**src/rtl/rx_status_pkg.sv**
```systemverilog
package rx_status_pkg;

    typedef enum logic [2:0] {
        ST_OK      = 3'b000,
        ST_SKP_ADD = 3'b001,
        ST_SKP_DEL = 3'b010,
        ST_RXDET   = 3'b011,
        ST_DEC_ERR = 3'b100,
        ST_OVF     = 3'b101,
        ST_UNF     = 3'b110,
        ST_DISP    = 3'b111
    } rx_status_e;

    localparam int NUM_ERR = 4;
    localparam int ERR_CNT_W = $clog2(NUM_ERR + 1);

    typedef struct packed {
        logic dec_err;
        logic ovf;
        logic unf;
        logic disp;
    } err_flags_t;

    typedef struct packed {
        logic       ok;
        logic       skp_add;
        logic       skp_del;
        logic       rxdet;
        err_flags_t err;
    } rx_events_t;

    function automatic logic [ERR_CNT_W-1:0] count_err(input err_flags_t e);
        logic [NUM_ERR-1:0]   v;
        logic [ERR_CNT_W-1:0] n;
        v = e;
        n = '0;
        for (int i = 0; i < NUM_ERR; i++) begin
            n = n + ERR_CNT_W'(v[i]);
        end
        return n;
    endfunction

endpackage

```
**src/rtl/rx_err_merge.sv**
```systemverilog
module rx_err_merge
    import rx_status_pkg::*;
(
    input  err_flags_t err,
    output logic       err_any,
    output rx_status_e err_code
);
    logic [ERR_CNT_W-1:0] n_err;

    always_comb begin
        n_err   = count_err(err);
        err_any = (n_err != '0);
        if (n_err > ERR_CNT_W'(1)) begin
            err_code = ST_DEC_ERR;
        end else if (err.ovf) begin
            err_code = ST_OVF;
        end else if (err.unf) begin
            err_code = ST_UNF;
        end else if (err.disp) begin
            err_code = ST_DISP;
        end else begin
            err_code = ST_DEC_ERR;
        end
    end

    always_comb begin
        if (n_err > ERR_CNT_W'(1)) begin
            assert (err_code == ST_DEC_ERR)
                else $error("AST_COLLAPSE_MULTI failed");
        end
    end
endmodule

```
**src/rtl/rx_lane_enc.sv**
```systemverilog
module rx_lane_enc
    import rx_status_pkg::*;
(
    input  logic       clk,
    input  logic       rst,
    input  rx_events_t ev,
    output rx_status_e status
);
    logic       err_any;
    rx_status_e err_code;
    rx_status_e next_st;
    logic       armed;

    rx_err_merge u_err (
        .err      (ev.err),
        .err_any  (err_any),
        .err_code (err_code)
    );

    always_comb begin
        if (err_any)          next_st = err_code;
        else if (ev.rxdet)    next_st = ST_RXDET;
        else if (ev.skp_add)  next_st = ST_SKP_ADD;
        else if (ev.skp_del)  next_st = ST_SKP_DEL;
        else                  next_st = ST_OK;
    end

    always_ff @(posedge clk) begin
        if (rst) begin
            status <= ST_OK;
            armed  <= 1'b0;
        end else begin
            status <= next_st;
            armed  <= 1'b1;
        end
    end

    AST_MULTI_ERR: assert property (@(posedge clk) disable iff (rst || !armed)
        (count_err($past(ev.err)) > ERR_CNT_W'(1)) |-> (status == ST_DEC_ERR));

    AST_ERR_CLASS: assert property (@(posedge clk) disable iff (rst || !armed)
        ($past(ev.err) != '0) |-> status[2]);

    AST_RXDET_CODE: assert property (@(posedge clk) disable iff (rst || !armed)
        (($past(ev.err) == '0) && $past(ev.rxdet)) |-> (status == ST_RXDET));

    AST_SKP_ADD_CODE: assert property (@(posedge clk) disable iff (rst || !armed)
        (($past(ev.err) == '0) && !$past(ev.rxdet) && $past(ev.skp_add))
        |-> (status == ST_SKP_ADD));

    AST_QUIET_OK: assert property (@(posedge clk) disable iff (rst || !armed)
        ($past({ev.skp_add, ev.skp_del, ev.rxdet, ev.err}) == '0) |-> (status == ST_OK));

    AST_OK_ONLY: assert property (@(posedge clk) disable iff (rst || !armed)
        ($past(ev.ok) && !$past(ev.skp_del) && !$past(ev.skp_add) && !$past(ev.rxdet)
         && ($past(ev.err) == '0)) |-> (status == ST_OK));
endmodule

```
**src/rtl/rx_status_enc.sv**
```systemverilog
module rx_status_enc
    import rx_status_pkg::*;
#(
    parameter int LANES = 2
) (
    input  logic               clk,
    input  logic               rst,
    input  logic [LANES-1:0]   in_ok,
    input  logic [LANES-1:0]   in_skp_add,
    input  logic [LANES-1:0]   in_skp_del,
    input  logic [LANES-1:0]   in_rxdet,
    input  logic [LANES-1:0]   in_dec_err,
    input  logic [LANES-1:0]   in_ovf,
    input  logic [LANES-1:0]   in_unf,
    input  logic [LANES-1:0]   in_disp,
    output logic [3*LANES-1:0] rx_status
);
    localparam int ST_W = 3;

    for (genvar k = 0; k < LANES; k++) begin : g_lane
        rx_events_t ev;
        rx_status_e st;

        always_comb begin
            ev.ok          = in_ok[k];
            ev.skp_add     = in_skp_add[k];
            ev.skp_del     = in_skp_del[k];
            ev.rxdet       = in_rxdet[k];
            ev.err.dec_err = in_dec_err[k];
            ev.err.ovf     = in_ovf[k];
            ev.err.unf     = in_unf[k];
            ev.err.disp    = in_disp[k];
        end

        rx_lane_enc u_lane (
            .clk    (clk),
            .rst    (rst),
            .ev     (ev),
            .status (st)
        );

        assign rx_status[ST_W*k +: ST_W] = st;
    end
endmodule

```
**config.mk**
```make
export PLATFORM = sky130hd
export DESIGN_NAME = rx_status_enc
export DESIGN_NICKNAME = d
export VERILOG_FILES = /design/src/rtl/rx_status_pkg.sv /design/src/rtl/rx_err_merge.sv /design/src/rtl/rx_lane_enc.sv /design/src/rtl/rx_status_enc.sv
export SDC_FILE = /design/constraint.sdc
export NUM_CORES = 1
export LEC_CHECK = 0
export CAP_MARGIN = 20
export CORE_UTILIZATION = 31
export DETAILED_ROUTE_END_ITERATION = 10
export GPL_TIMING_DRIVEN = 1
export PLACE_DENSITY = 0.63
export SETUP_SLACK_MARGIN = 0.2
export SLEW_MARGIN = 20
export SYNTH_ARGS = -nofsm -noshare
export SYNTH_HDL_FRONTEND = slang
export SYNTH_SLANG_ARGS = --single-unit
```
**constraint.sdc**
```tcl
create_clock -name clk -period 6 [get_ports clk]
set_input_delay 0.6 -clock clk [delete_from_list [all_inputs] [get_ports clk]]
set_output_delay 0.6 -clock clk [all_outputs]
set_load 0.05 [all_outputs]
```
======== Yosys cells after proc, flatten, opt, wreduce, memory -nomap -nowiden ========
Cells that the tools add are included.
operators by class
  $lt $le $gt $ge ......................... 2
  reduce and logical (&&, ||, !) cells .... 2
  mux-type cells .......................... 16
  add/subtract/negate cells ............... 6
operators with widths
  cell                                                 number
  2-to-1 mux 2 bit                                     10
  2-to-1 mux 3 bit                                     6
  adder 2 x 1 -> 3 bit                                 2
  adder 3 x 1 -> 3 bit                                 2
  > comparator 3 x 1 -> 1 bit (second input constant)  2
  nonzero test 3 bit                                   2
  adder 1 x 1 -> 2 bit                                 2
word-level totals
  register bits after elaboration ......... 6
  logic and storage cells ................. 28
  input port bits ......................... 18
  output and inout bits ................... 6

======== Longest topological paths before layout ========
Gate-level depths: netlist (run 1).
  word-level depth ........................ 6
  gate-level depth with buffers ........... 9
  mapped depth without buffers ............ 9

======== Modules after synthesis ========
From an unflattened synthesis (run 1), not the netlist that was laid out.
unflattened totals
  cell total of the unflattened synthesis .. 58
  area, all modules ....................... 488.0 µm²
by module, submodules not included
  module        times used  seq. area each (µm²)  area each (µm²)  cells an instance
  rx_err_merge  2           0.0                   137.6            17
  rx_lane_enc   2           60.1                  106.4            12

======== Least setup slack after synthesis (run 1) ========
OpenSTA, ideal clock, no wires.
  path kind ............................... input -> register
  from .................................... in in_dec_err[1]
  to ...................................... reg g_lane[1].u_lane.status[0]
  path slack .............................. 3.615 ns
  data arrival time ....................... 2.262 ns
  data required time ...................... 5.877 ns
  setup time .............................. 0.123 ns
  path buffers ............................ 0
  cell stages on the path ................. 9
  cell sequence ........................... inv_1 > fa_1 > inv_1 > ha_1 > inv_1 > ha_1 > or2_1 > a221oi_2 > nor3_2
between the ends
  word-level cells in the longest chain between the ends .. 4
  elaborated cells on any way between the ends .. 5
  those cells by class .................... add/sub: 1; order compare: 1; mux: 2; reduce/logical: 1
ends and longest elaborated chain
  what                         RTL line             RTL
  start: declaration           rx_status_enc.sv:12  input logic [LANES-1:0] in_dec_err,
  adder 3 x 1 -> 3 bit (*)     rx_status_pkg.sv:38  n = n + ERR_CNT_W'(v[i]);
  > comparator 3 x 1 -> 1 bit  --
  2-to-1 mux 2 bit             rx_err_merge.sv:13   if (n_err > ERR_CNT_W'(1)) begin
  2-to-1 mux 3 bit (*)         rx_lane_enc.sv:21    if (err_any) next_st = err_code;
  end signal: assignment       rx_lane_enc.sv:33    status <= next_st;
  end: declaration             rx_lane_enc.sv:7     output rx_status_e status
Every way passes the cells marked *; elsewhere a longest branch is shown, timed or not.
A chain may end at the register's enable or synchronous reset.

======== Worst setup path after layout (run 1) ========
  from .................................... in in_ovf[0]
  to ...................................... reg g_lane[0].u_lane.status[0]
between the ends
  word-level cells in the longest chain between the ends .. 5
  elaborated cells on any way between the ends .. 7
  those cells by class .................... add/sub: 2; order compare: 1; mux: 3; reduce/logical: 1
ends and longest elaborated chain
  what                         RTL line             RTL
  start: declaration           rx_status_enc.sv:13  input logic [LANES-1:0] in_ovf,
  adder 2 x 1 -> 3 bit         rx_status_pkg.sv:38
  adder 3 x 1 -> 3 bit         rx_status_pkg.sv:38
  > comparator 3 x 1 -> 1 bit  --
  2-to-1 mux 2 bit             rx_err_merge.sv:13
  2-to-1 mux 3 bit (*)         rx_lane_enc.sv:21
  end signal: assignment       rx_lane_enc.sv:33
  end: declaration             rx_lane_enc.sv:7
Marked as above.

==> results of run 1 <==
metal layers:
metal | vias to the layer above | wire (µm) | track usage, %
met1 | 199 | 481 | 16.5
li1 | 251 | - | -
met5 | - | 0 | 0
met3 | 2 | 53 | 1.25
met4 | 0 | 6 | 7.27
met2 | 14 | 379 | 15.5
metrics by stage:
stage                     utilization, %  power (mW)
final                               50.5       0.172
after global routing                50.5       0.183
after CTS                           50.5       0.173
after detailed placement            49.0       0.138
after global placement              49.0       0.137
after floorplan                        -       0.109
critical path, delay by kind of cell:
| family | cells | cell delay (ns) |
|---|---|---|
| AO/OA/AOI/OAI | 1 | 0.25 |
| adder cells (fa/ha/maj) | 3 | 0.95 |
| buffers and inverters | 4 | 0.70 |
| AND/OR/NAND/NOR | 2 | 0.35 |
area by class of cell:
class / instances / area [µm²] / share of cell area [%]
Inverter: 14 / 52.6 / 6.60
Multi-Input combinational cell: 40 / 370 / 46.5
Tap cell: 16 / 20.0 / 2.52
Sequential cell: 6 / 120 / 15.1
Clock buffer: 3 / 22.5 / 2.83
Timing Repair Buffer: 21 / 210 / 26.4
final timing paths:
| path | startpoint | to | cells after the start |
|---|---|---|---|
| setup / recovery | in_ovf[0] | g_lane[0].u_lane.status[0] | 10 |
| hold / removal | in_ovf[1] | g_lane[1].u_lane.status[0] | 3 |
synthesized netlist by cell type:
cell / instances / share of area, %
nand2_1: 2 / 1.4
inv_1: 14 / 9.7
or2_1: 4 / 4.6
a221oi_2: 2 / 5.5
nor3_1: 1 / 0.92
nor3b_2: 2 / 4.6
nor3_2: 3 / 5.5
a31oi_1: 2 / 2.3
dfxtp_1: 6 / 22
o21ba_2: 2 / 3.7
fa_1: 2 / 7.4
a21boi_1: 2 / 2.8
ha_1: 8 / 18
nor2_1: 2 / 1.4
a221oi_1: 2 / 3.2
nor2b_1: 1 / 1.2
and2b_2: 1 / 1.6
nand3_1: 2 / 1.8
o21ai_1: 2 / 1.8
cells by family after synthesis:
group / count (synthesis)
buf+inv: 14
simple gates: 18
compound gates: 12
flops: 6
fa+ha+maj: 10
power groups by stage:
stage / clock (mW) / combinational, mW / sequential [mW]
after floorplan: 0 / 0.0413 / 0.0682
after global placement: 0 / 0.0890 / 0.0476
after detailed placement: 0 / 0.0904 / 0.0475
after CTS: 0.0358 / 0.0906 / 0.0468
after global routing: 0.0379 / 0.0982 / 0.0473
final: 0.0343 / 0.0904 / 0.0468
==> qor.csv, run 1 <==
stage,metric,value,unit
worst_setup_path,required,6.11,ns
routing,avgRoutedWirePerCell,9.21,µm
sta,fin_crit,2.74,ns
routing,vias,466,
logic_synthesis,synth_top_family_by_area,adder cells,
worst_setup_path,end_kind,flip-flop,
clock_tree,clk_pin_slew_worst_paths,0.04,ns
logic_synthesis,synth.ff_latch_count,6,
sta,slew_violations,0,
logic_synthesis,yosys_warnings,0,
worst_setup_path,startpoint_type,input pin,
job,maxCapViolCount,0,
run_status,failed_checks,design-rule violations,
cells_and_area,stdcell_area,796,µm²
global_route,grt-ovfl-total,0,
clock_tree,cts.sinks,6,
sta,fmax,364,MHz
pwr,peakVddDrop,0.0813,mV
pwr,combPwrFrac,52.7,%
placed_design,numPortBuffers,21,
logic_synthesis,yosys.area_share.xor_xnor,0,%
run_status,outcome,"complete, but fails checks",
die,rows,14,
placed_design,place_ws,3.02,ns
die,start_util,34.4,%
routing,first_pass_iters,6,
clock_tree,cts_resized,0,
global_route,grt_antenna_before_repair,0,
pwr,swShare,36.8,%
die,pin_count,24,
routing,drcViolationCount,2,
global_route,grt_pass1_vias,397,
logic_synthesis,syn_inst,60,
placed_design,place_inst,97,
global_route,grt_pass1_wl,1640,µm
sta,hold_viol_final,0,
clock_tree,clock_path_buffers,2,
placed_design,dpl_cell_area,773,µm²
sta,fin_crit_sh,45.7,%
cells_and_area,layout_commonest_cell,clkdlybuf4s50_1,
placed_design,hpwl,829,µm
cells_and_area,reg_top3,g_lane.u_lane.status (6),
logic_synthesis,yosysUniqueCellTypes,19,
die,dieWidth,43.9,µm
cells_and_area,most-common-layout-cells,"clkdlybuf4s50_1, inv_1, ha_1, dfxtp_1, or2_1",
sta,rsz0062_at_grt,no,
routing,drt-initial-drc-count,3,
logic_synthesis,synth_compound_area_share,19.4,%
pwr,p_leak,0.352,nW
cells_and_area,drive_gt1_share,15.5,%
pwr,switching_power,63.2,µW
pwr,seqPwrFrac,27.3,%
die,core,0.00158,mm²
worst_hold_path,hold_path.class,in -> reg,
clock_tree,cts_max_level,1,
pwr,powerDensity,216,mW/mm²
logic_synthesis,yosys.area_share.adder,25.8,%
routing,via_per_inst,4.66,
clock_tree,hold_buffers,0,
logic_synthesis,synth_seq_area_share,22.1,%
sta,setup_slack,3.26,ns
global_route,track_usage,11.3,%
logic_synthesis,netlist_area,543,µm²
cells_and_area,nNetsFinal,114,
cells_and_area,antenna_cells,0,
cells_and_area,finalNonFillerCells,100,
die,die_h,43.9,µm
worst_setup_path,critPathArrivalTime,2.85,ns
logic_synthesis,synth_simple_gate_area_share,23.0,%
die,dieArea,0.00192,mm²
pwr,pwr-share-clk,20.0,%
worst_setup_path,critPathKind,in -> reg,
worst_setup_path,cp_common_cell,inv_1,
worst_setup_path,crit_path_cell_trace,clkdlybuf4s50_1 > inv_1 > fa_1 > inv_1 > ha_1 > inv_1 > ha_1 > or2_1 > a221oi_2 > nor3_1,
sta,finalSetupTns,0,ns
logic_synthesis,avgSynthCellArea,9.05,µm²
clock_tree,cts_made_buffers,3,
routing,ant_nets,0,
global_route,grt_max_degree,7,
clock_tree,cts_tree,yes,
logic_synthesis,synth_nets,88,
sta,slew_headroom,67.1,%
worst_setup_path,cp_slowest_cell,clkdlybuf4s50_1,
worst_setup_path,max_stage_delay,0.50,ns
sta,setup_viol,0,
clock_tree,clock-root-buffer,clkbuf_4,
clock_tree,cts_setup_buffers,0,
pwr,intPower,108,µW
sta,worst_pin_slew,0.492,ns
placed_design,place_congestion,0.718,
routing,wirelength,921,µm
worst_setup_path,cp_max_fo,3,
cells_and_area,largest_register,g_lane.u_lane.status,
cells_and_area,fillerInstances,157,
cells_and_area,areaGrowthSynthToFinish,46.5,%
cells_and_area,largest_reg_flops,6,
sta,timing.hold.ws,1.05,ns
logic_synthesis,muxShareOfSynthArea,0,%
No activity file was read; power rests on OpenSTA's default activity.
==> inputs of run 2 (changes only) <==
--- a/config.mk
+++ b/config.mk
@@ -9,7 +9,7 @@
 export CORE_UTILIZATION = 31
 export DETAILED_ROUTE_END_ITERATION = 10
 export GPL_TIMING_DRIVEN = 1
-export PLACE_DENSITY = 0.63
+export PLACE_DENSITY = 0.66
 export SETUP_SLACK_MARGIN = 0.2
 export SLEW_MARGIN = 20
 export SYNTH_ARGS = -nofsm -noshare
==> constraint.sdc (replaced) <==
create_clock -name clk -period 2.4 [get_ports clk]
set_input_delay 0.24 -clock clk [delete_from_list [all_inputs] [get_ports clk]]
set_output_delay 0.24 -clock clk [all_outputs]
set_load 0.05 [all_outputs]
==> run 2 against run 1 <==
The flow now finishes without violations. Clock-buffer cell count unchanged. Sequential cell count unchanged. Critical path depth unchanged. Combinational power rose to 2.9 times the previous value. Global-route usage up 1.6 points. Sequential power rose to 2.5 times the previous value. Wire length up 11%. Die area unchanged. Via count up 9.7%. Cell area up 14%. First-iteration DRC count up 130%. Critical endpoint is now g_lane[1].u_lane.status[0]. Largest cell class unchanged. Highest routed layer is now met3.
==> qor.csv, run 2 (synthesized netlist as in run 1, its figures left out) <==
stage,metric,value,unit,change
worst_setup_path,path_delay_family,adder cells,,
sta,setup_slack,0.394,ns,-2.86 ns
cells_and_area,fillerInstances,140,,-11%
routing,vias,511,,+9.7%
sta,setup_viol,0,,unchanged
worst_setup_path,cp_common_cell,inv_1,,
cells_and_area,nNetsFinal,126,,+11%
placed_design,place_ws,-0.185,ns,-3.21 ns
sta,fin_crit,2.01,ns,
pwr,powerDensity,518,mW/mm²,+140%
placed_design,numPortBuffers,21,,unchanged
routing,first_pass_iters,6,,unchanged
die,start_util,34.4,%,unchanged
cells_and_area,most-common-layout-cells,"clkdlybuf4s50_1, buf_4, inv_1, dfxtp_1, dlygate4sd2_1",,
sta,slew_headroom,67.0,%,-0.096 points
clock_tree,cts_made_buffers,3,,unchanged
sta,hold_viol_final,0,,unchanged
cells_and_area,areaGrowthSynthToFinish,67.3,%,
placed_design,place_congestion,0.727,,+1.3%
worst_setup_path,crit_path_cell_trace,dlygate4sd2_1 > inv_1 > fa_1 > inv_1 > ha_2 > inv_2 > ha_4 > or2_1 > a221oi_2 > nor3_2,,
sta,rsz0062_at_grt,no,,
pwr,p_leak,0.416,nW,+18%
sta,slew_violations,0,,unchanged
routing,drcViolationCount,0,,-2
global_route,grt_max_degree,7,,unchanged
clock_tree,cts_tree,yes,,
die,dieArea,0.00192,mm²,unchanged
placed_design,hpwl,912,µm,+9.9%
die,dieWidth,43.9,µm,unchanged
cells_and_area,reg_top3,g_lane.u_lane.status (6),,
die,pin_count,24,,unchanged
worst_setup_path,path_buf_inv,4,,unchanged
cells_and_area,stdcell_area,908,µm²,+14%
routing,ant_nets,0,,unchanged
worst_setup_path,cp_max_fo,3,,unchanged
run_status,outcome,completed,,
worst_setup_path,required,2.52,ns,-3.59 ns
global_route,grt_pass1_vias,478,,+20%
sta,fin_crit_sh,83.6,%,
global_route,track_usage,12.9,%,+1.6 points
sta,finalSetupTns,0,ns,unchanged
cells_and_area,largest_register,g_lane.u_lane.status,,
routing,wirelength,1020,µm,+11%
clock_tree,clk_pin_slew_worst_paths,0.04,ns,about the same
routing,drt-initial-drc-count,7,,+4
cells_and_area,antenna_cells,0,,unchanged
cells_and_area,largest_reg_flops,6,,unchanged
die,core,0.00158,mm²,unchanged
clock_tree,cts_max_level,1,,unchanged
routing,avgRoutedWirePerCell,9.13,µm,-0.92%
clock_tree,cts.sinks,6,,unchanged
worst_setup_path,critPathArrivalTime,2.12,ns,-0.73 ns
die,die_h,43.9,µm,unchanged
global_route,grt_antenna_before_repair,0,,unchanged
global_route,grt_pass1_wl,1890,µm,+16%
worst_hold_path,hold_path.class,in -> reg,,
sta,timing.hold.ws,0.544,ns,-0.510 ns
worst_setup_path,end_kind,flip-flop,,
job,maxCapViolCount,0,,unchanged
clock_tree,clock_path_buffers,2,,unchanged
worst_setup_path,max_stage_delay,0.51,ns,about the same
cells_and_area,finish.utilization,57.6,%,+7.1 points
clock_tree,clock-root-buffer,clkbuf_4,,
sta,worst_pin_slew,0.493,ns,+0.00144 ns
sta,fmax,498,MHz,
placed_design,dpl_cell_area,856,µm²,+11%
die,rows,14,,unchanged
pwr,peakVddDrop,0.208,mV,+160%
worst_setup_path,critPathKind,in -> reg,,
routing,via_per_inst,4.56,,-2.1%
global_route,grt-ovfl-total,0,,unchanged
cells_and_area,drive_gt1_share,33.3,%,+18 points
worst_setup_path,startpoint_type,input pin,,
clock_tree,hold_buffers,0,,unchanged
worst_setup_path,cp_slowest_cell,fa_1,,
cells_and_area,layout_commonest_cell,clkdlybuf4s50_1,,
## run 2: cell count changes in the layout (fill, tap and decap cells not counted)
cell and delta:
ha_4 +2, buf_4 +12, dlygate4sd2_1 +6, ha_2 +2, clkdlybuf4s50_1 -6, inv_1 -3, ha_1 -4, inv_2 +3
## run 2: cell type report
cell class                      instances  area, µm²  share of cell area (%)
Timing Repair Buffer                   33        293                    32.2
Inverter                               14       52.6                    5.79
Multi-Input combinational cell         40        400                    44.1
Clock buffer                            3       22.5                    2.48
Tap cell                               16       20.0                    2.20
Sequential cell                         6        120                    13.2
## run 2: worst min-delay path, cell delays in order
cell,delay [ns]
dlygate4sd2_1,0.21
buf_4,0.11
a221oi_1,0.04
nor3_2,0.13
## run 2: timing repair
action	in CTS	in global routing
endpoints found under the setup margin	6	0
gates resized for setup	13	0
buffers inserted	1	0
## run 2: power breakdown
group	total, mW	internal, mW	switching, mW
sequential	0.117	0.114	0.00292
clock	0.0866	0.0562	0.0305
combinational	0.266	0.131	0.136
## run 2: path summary, 6_finish.rpt
check,from,endpoint,cells past startpoint
max,in_disp[1],g_lane[1].u_lane.status[0],10
min,in_ovf[1],g_lane[1].u_lane.status[0],4
## run 2: metrics by stage
step	power, mW	std cells
after floorplan	0.274	60
after global placement	0.369	108
after detailed placement	0.375	108
after CTS	0.473	112
after global routing	0.501	112
final	0.470	112
## run 2: routing by layer
metal | vias to the layer above | share of wire [%] | routed length [µm] | track usage [%]
met5 | - | 0 | 0 | 0
met4 | 0 | 0 | 0 | 7.27
li1 | 278 | - | - | -
met1 | 215 | 50 | 515 | 18.7
met2 | 18 | 45 | 456 | 18.5
met3 | 0 | 4.9 | 50 | 1.25
==> inputs of run 3 (changes only) <==
==> constraint.sdc (replaced) <==
create_clock -name clk -period 1.75 [get_ports clk]
set_input_delay 0.175 -clock clk [delete_from_list [all_inputs] [get_ports clk]]
set_output_delay 0.175 -clock clk [all_outputs]
set_load 0.05 [all_outputs]
==> run 3 against run 2 <==
The run now ends with design-rule violations, negative setup slack left. Total power increased by 63%. Sequential share of layout area decreased by 1.9 points. Cell count increased by 2.7%. Cell area increased by 16%. Combinational power increased by 80%. Die area unchanged. Wire length increased by 33%. Non-clock buffer count increased by 3. Global-route usage increased by 3.1 points. Setup slack got worse by 0.43 ns. Critical path type unchanged. Largest power group unchanged.
==> qor.csv, run 3 (synthesized netlist as in run 1, its figures left out) <==
stage,metric,value,unit,change
run_status,outcome,"complete, but fails checks",,
run_status,failed_checks,"design-rule violations, negative setup slack",,
pwr,powerDensity,725,mW/mm²,+40%
global_route,track_usage,16.0,%,+3.1 points
sta,setup_viol,2,,+2
routing,avgRoutedWirePerCell,11.8,µm,+29%
global_route,grt_max_degree,7,,unchanged
clock_tree,clock_path_buffers,2,,unchanged
die,core,0.00158,mm²,unchanged
routing,drcViolationCount,1,,+1
cells_and_area,most-common-layout-cells,"clkdlybuf4s50_1, buf_4, inv_2, dfxtp_1",,
worst_setup_path,critPathLaunch,in_dec_err[1],,
clock_tree,cts_max_level,1,,unchanged
cells_and_area,layout_commonest_cell,clkdlybuf4s50_1,,
worst_setup_path,max_stage_delay,0.54,ns,+0.03 ns
cells_and_area,nNetsFinal,129,,+2.4%
placed_design,hpwl,1060,µm,+16%
sta,hold_viol_final,0,,unchanged
sta,setup_slack,-0.0360,ns,-0.430 ns
cells_and_area,finalNonFillerCells,115,,+2.7%
sta,rsz0062_at_grt,yes,,
sta,slew_headroom,66.6,%,-0.37 points
worst_setup_path,cp_slowest_cell,fa_1,,
pwr,peakVddDrop,0.310,mV,+49%
die,dieArea,0.00192,mm²,unchanged
cells_and_area,antenna_cells,0,,unchanged
cells_and_area,stdcell_area,0.00106,mm²,+16%
cells_and_area,largest_reg_flops,6,,unchanged
routing,first_pass_iters,9,,+3
die,rows,14,,unchanged
global_route,grt_pass1_vias,541,,+13%
sta,worst_pin_slew,0.499,ns,+0.00632 ns
sta,fin_crit_sh,102,%,
worst_hold_path,hold_path.class,in -> reg,,
sta,timing.hold.ws,0.294,ns,-0.250 ns
worst_setup_path,critPathArrivalTime,1.90,ns,-0.22 ns
worst_setup_path,required,1.87,ns,-0.65 ns
clock_tree,cts.sinks,6,,unchanged
sta,fin_crit,1.79,ns,
routing,wirelength,1360,µm,+33%
placed_design,place_inst,111,,+2.8%
sta,slew_violations,0,,unchanged
cells_and_area,largest_register,g_lane.u_lane.status,,
routing,vias,541,,+5.9%
cells_and_area,areaGrowthSynthToFinish,94.7,%,
die,dieWidth,43.9,µm,unchanged
sta,fmax,560,MHz,
worst_setup_path,setup.worst_path.end,g_lane[1].u_lane.status[0],,
clock_tree,clock-root-buffer,clkbuf_4,,
placed_design,numPortBuffers,21,,unchanged
clock_tree,cts_made_buffers,3,,unchanged
worst_setup_path,critPathKind,in -> reg,,
pwr,p_leak,0.465,nW,+12%
global_route,grt_antenna_before_repair,0,,unchanged
job,maxCapViolCount,0,,unchanged
routing,via_per_inst,4.70,,+3.1%
cells_and_area,reg_top3,g_lane.u_lane.status (6),,
global_route,grt_pass1_wl,2330,µm,+23%
worst_setup_path,startpoint_type,input pin,,
sta,finalSetupTns,-0.0438,ns,-0.0438 ns
worst_setup_path,cp_common_cell,ha_4,,
worst_setup_path,end_kind,flip-flop,,
die,start_util,34.4,%,unchanged
clock_tree,clk_pin_slew_worst_paths,0.04,ns,about the same
worst_setup_path,cp_max_fo,2,,-1
worst_setup_path,crit_path_cell_trace,buf_8 > inv_8 > fa_1 > inv_2 > ha_4 > inv_4 > ha_4 > or2_4 > a221oi_4 > nor3_2,,
cells_and_area,drive_gt1_share,56.6,%,+23 points
clock_tree,cts_tree,yes,,
pwr,p_total,766,µW,+63%
routing,drt-initial-drc-count,5,,-2
global_route,grt-ovfl-total,0,,unchanged
die,die_h,43.9,µm,unchanged
placed_design,place_congestion,0.743,,+2.2%
placed_design,dpl_cell_area,936,µm²,+9.4%
worst_setup_path,cp_num_cells,10,,unchanged
routing,ant_nets,0,,unchanged
worst_setup_path,path_delay_family,adder cells,,
worst_setup_path,path_buf_inv,4,,unchanged
die,pin_count,24,,unchanged
==> run 3: what timing repair did <==
action / CTS / global route
hold buffers: 0 / 0
endpoints found under the setup margin: 6 / 7
cloned: 0 / 0
pin swaps: 15 / 14
gates resized for setup: 40 / 16
buffers inserted: 1 / 0
==> run 3: how the worst min path moves through the flow <==
| stage | end | start | depth (start not counted) | slack (ns) |
|---|---|---|---|---|
| 5_1_grt | g_lane[1].u_lane.status[0] | in_ovf[1] | 4 | 0.29 |
| 3_3_place_gp | g_lane[1].u_lane.status[1] | in_rxdet[1] | 3 | 0.86 |
| 6_report | g_lane[1].u_lane.status[0] | in_ovf[1] | 4 | 0.29 |
| 2_1_floorplan | g_lane[0].u_lane.status[1] | rst | 1 | 0.24 |
| 3_5_place_dp | g_lane[1].u_lane.status[1] | in_rxdet[1] | 3 | 0.86 |
| 4_1_cts | g_lane[1].u_lane.status[0] | in_ovf[1] | 4 | 0.37 |
==> run 3: metrics by stage <==
stage | setup WS [ns] | utilization (%)
global placement | -0.750 | 59.4
finish | -0.0360 | 67.1
floorplan | -0.121 | -
detailed placement | -0.781 | 59.4
global route | -0.102 | 67.1
CTS | -0.0428 | 62.6
==> run 3: worst min-delay path, delay by kind of cell <==
family,cells,cell delay [ns]
compound gates,1,0.03
buf+inv,2,0.17
simple gates,1,0.10
==> run 3: layout make-up <==
cell class	instances	area, µm²
timing repair buffer	36	335
fill	127	519
inverter	14	72.6
multi-input combinational	40	487
clock buffer	3	22.5
sequential	6	120
tap	16	20.0
==> run 3: power by group <==
group / internal (mW) / switching [mW] / total, mW
Sequential: 0.157 / 0.00471 / 0.162
Clock: 0.0775 / 0.0488 / 0.126
Combinational: 0.245 / 0.233 / 0.478
Total: 0.480 / 0.286 / 0.766
==> run 3: layer usage <==
| metal | global-route usage (%) | part of all wire, % |
|---|---|---|
| met1 | 22.0 | 49 |
| met2 | 25.4 | 47 |
| met3 | 2.50 | 3.8 |
| met4 | 5.45 | 0.66 |
| met5 | 0 | 0 |
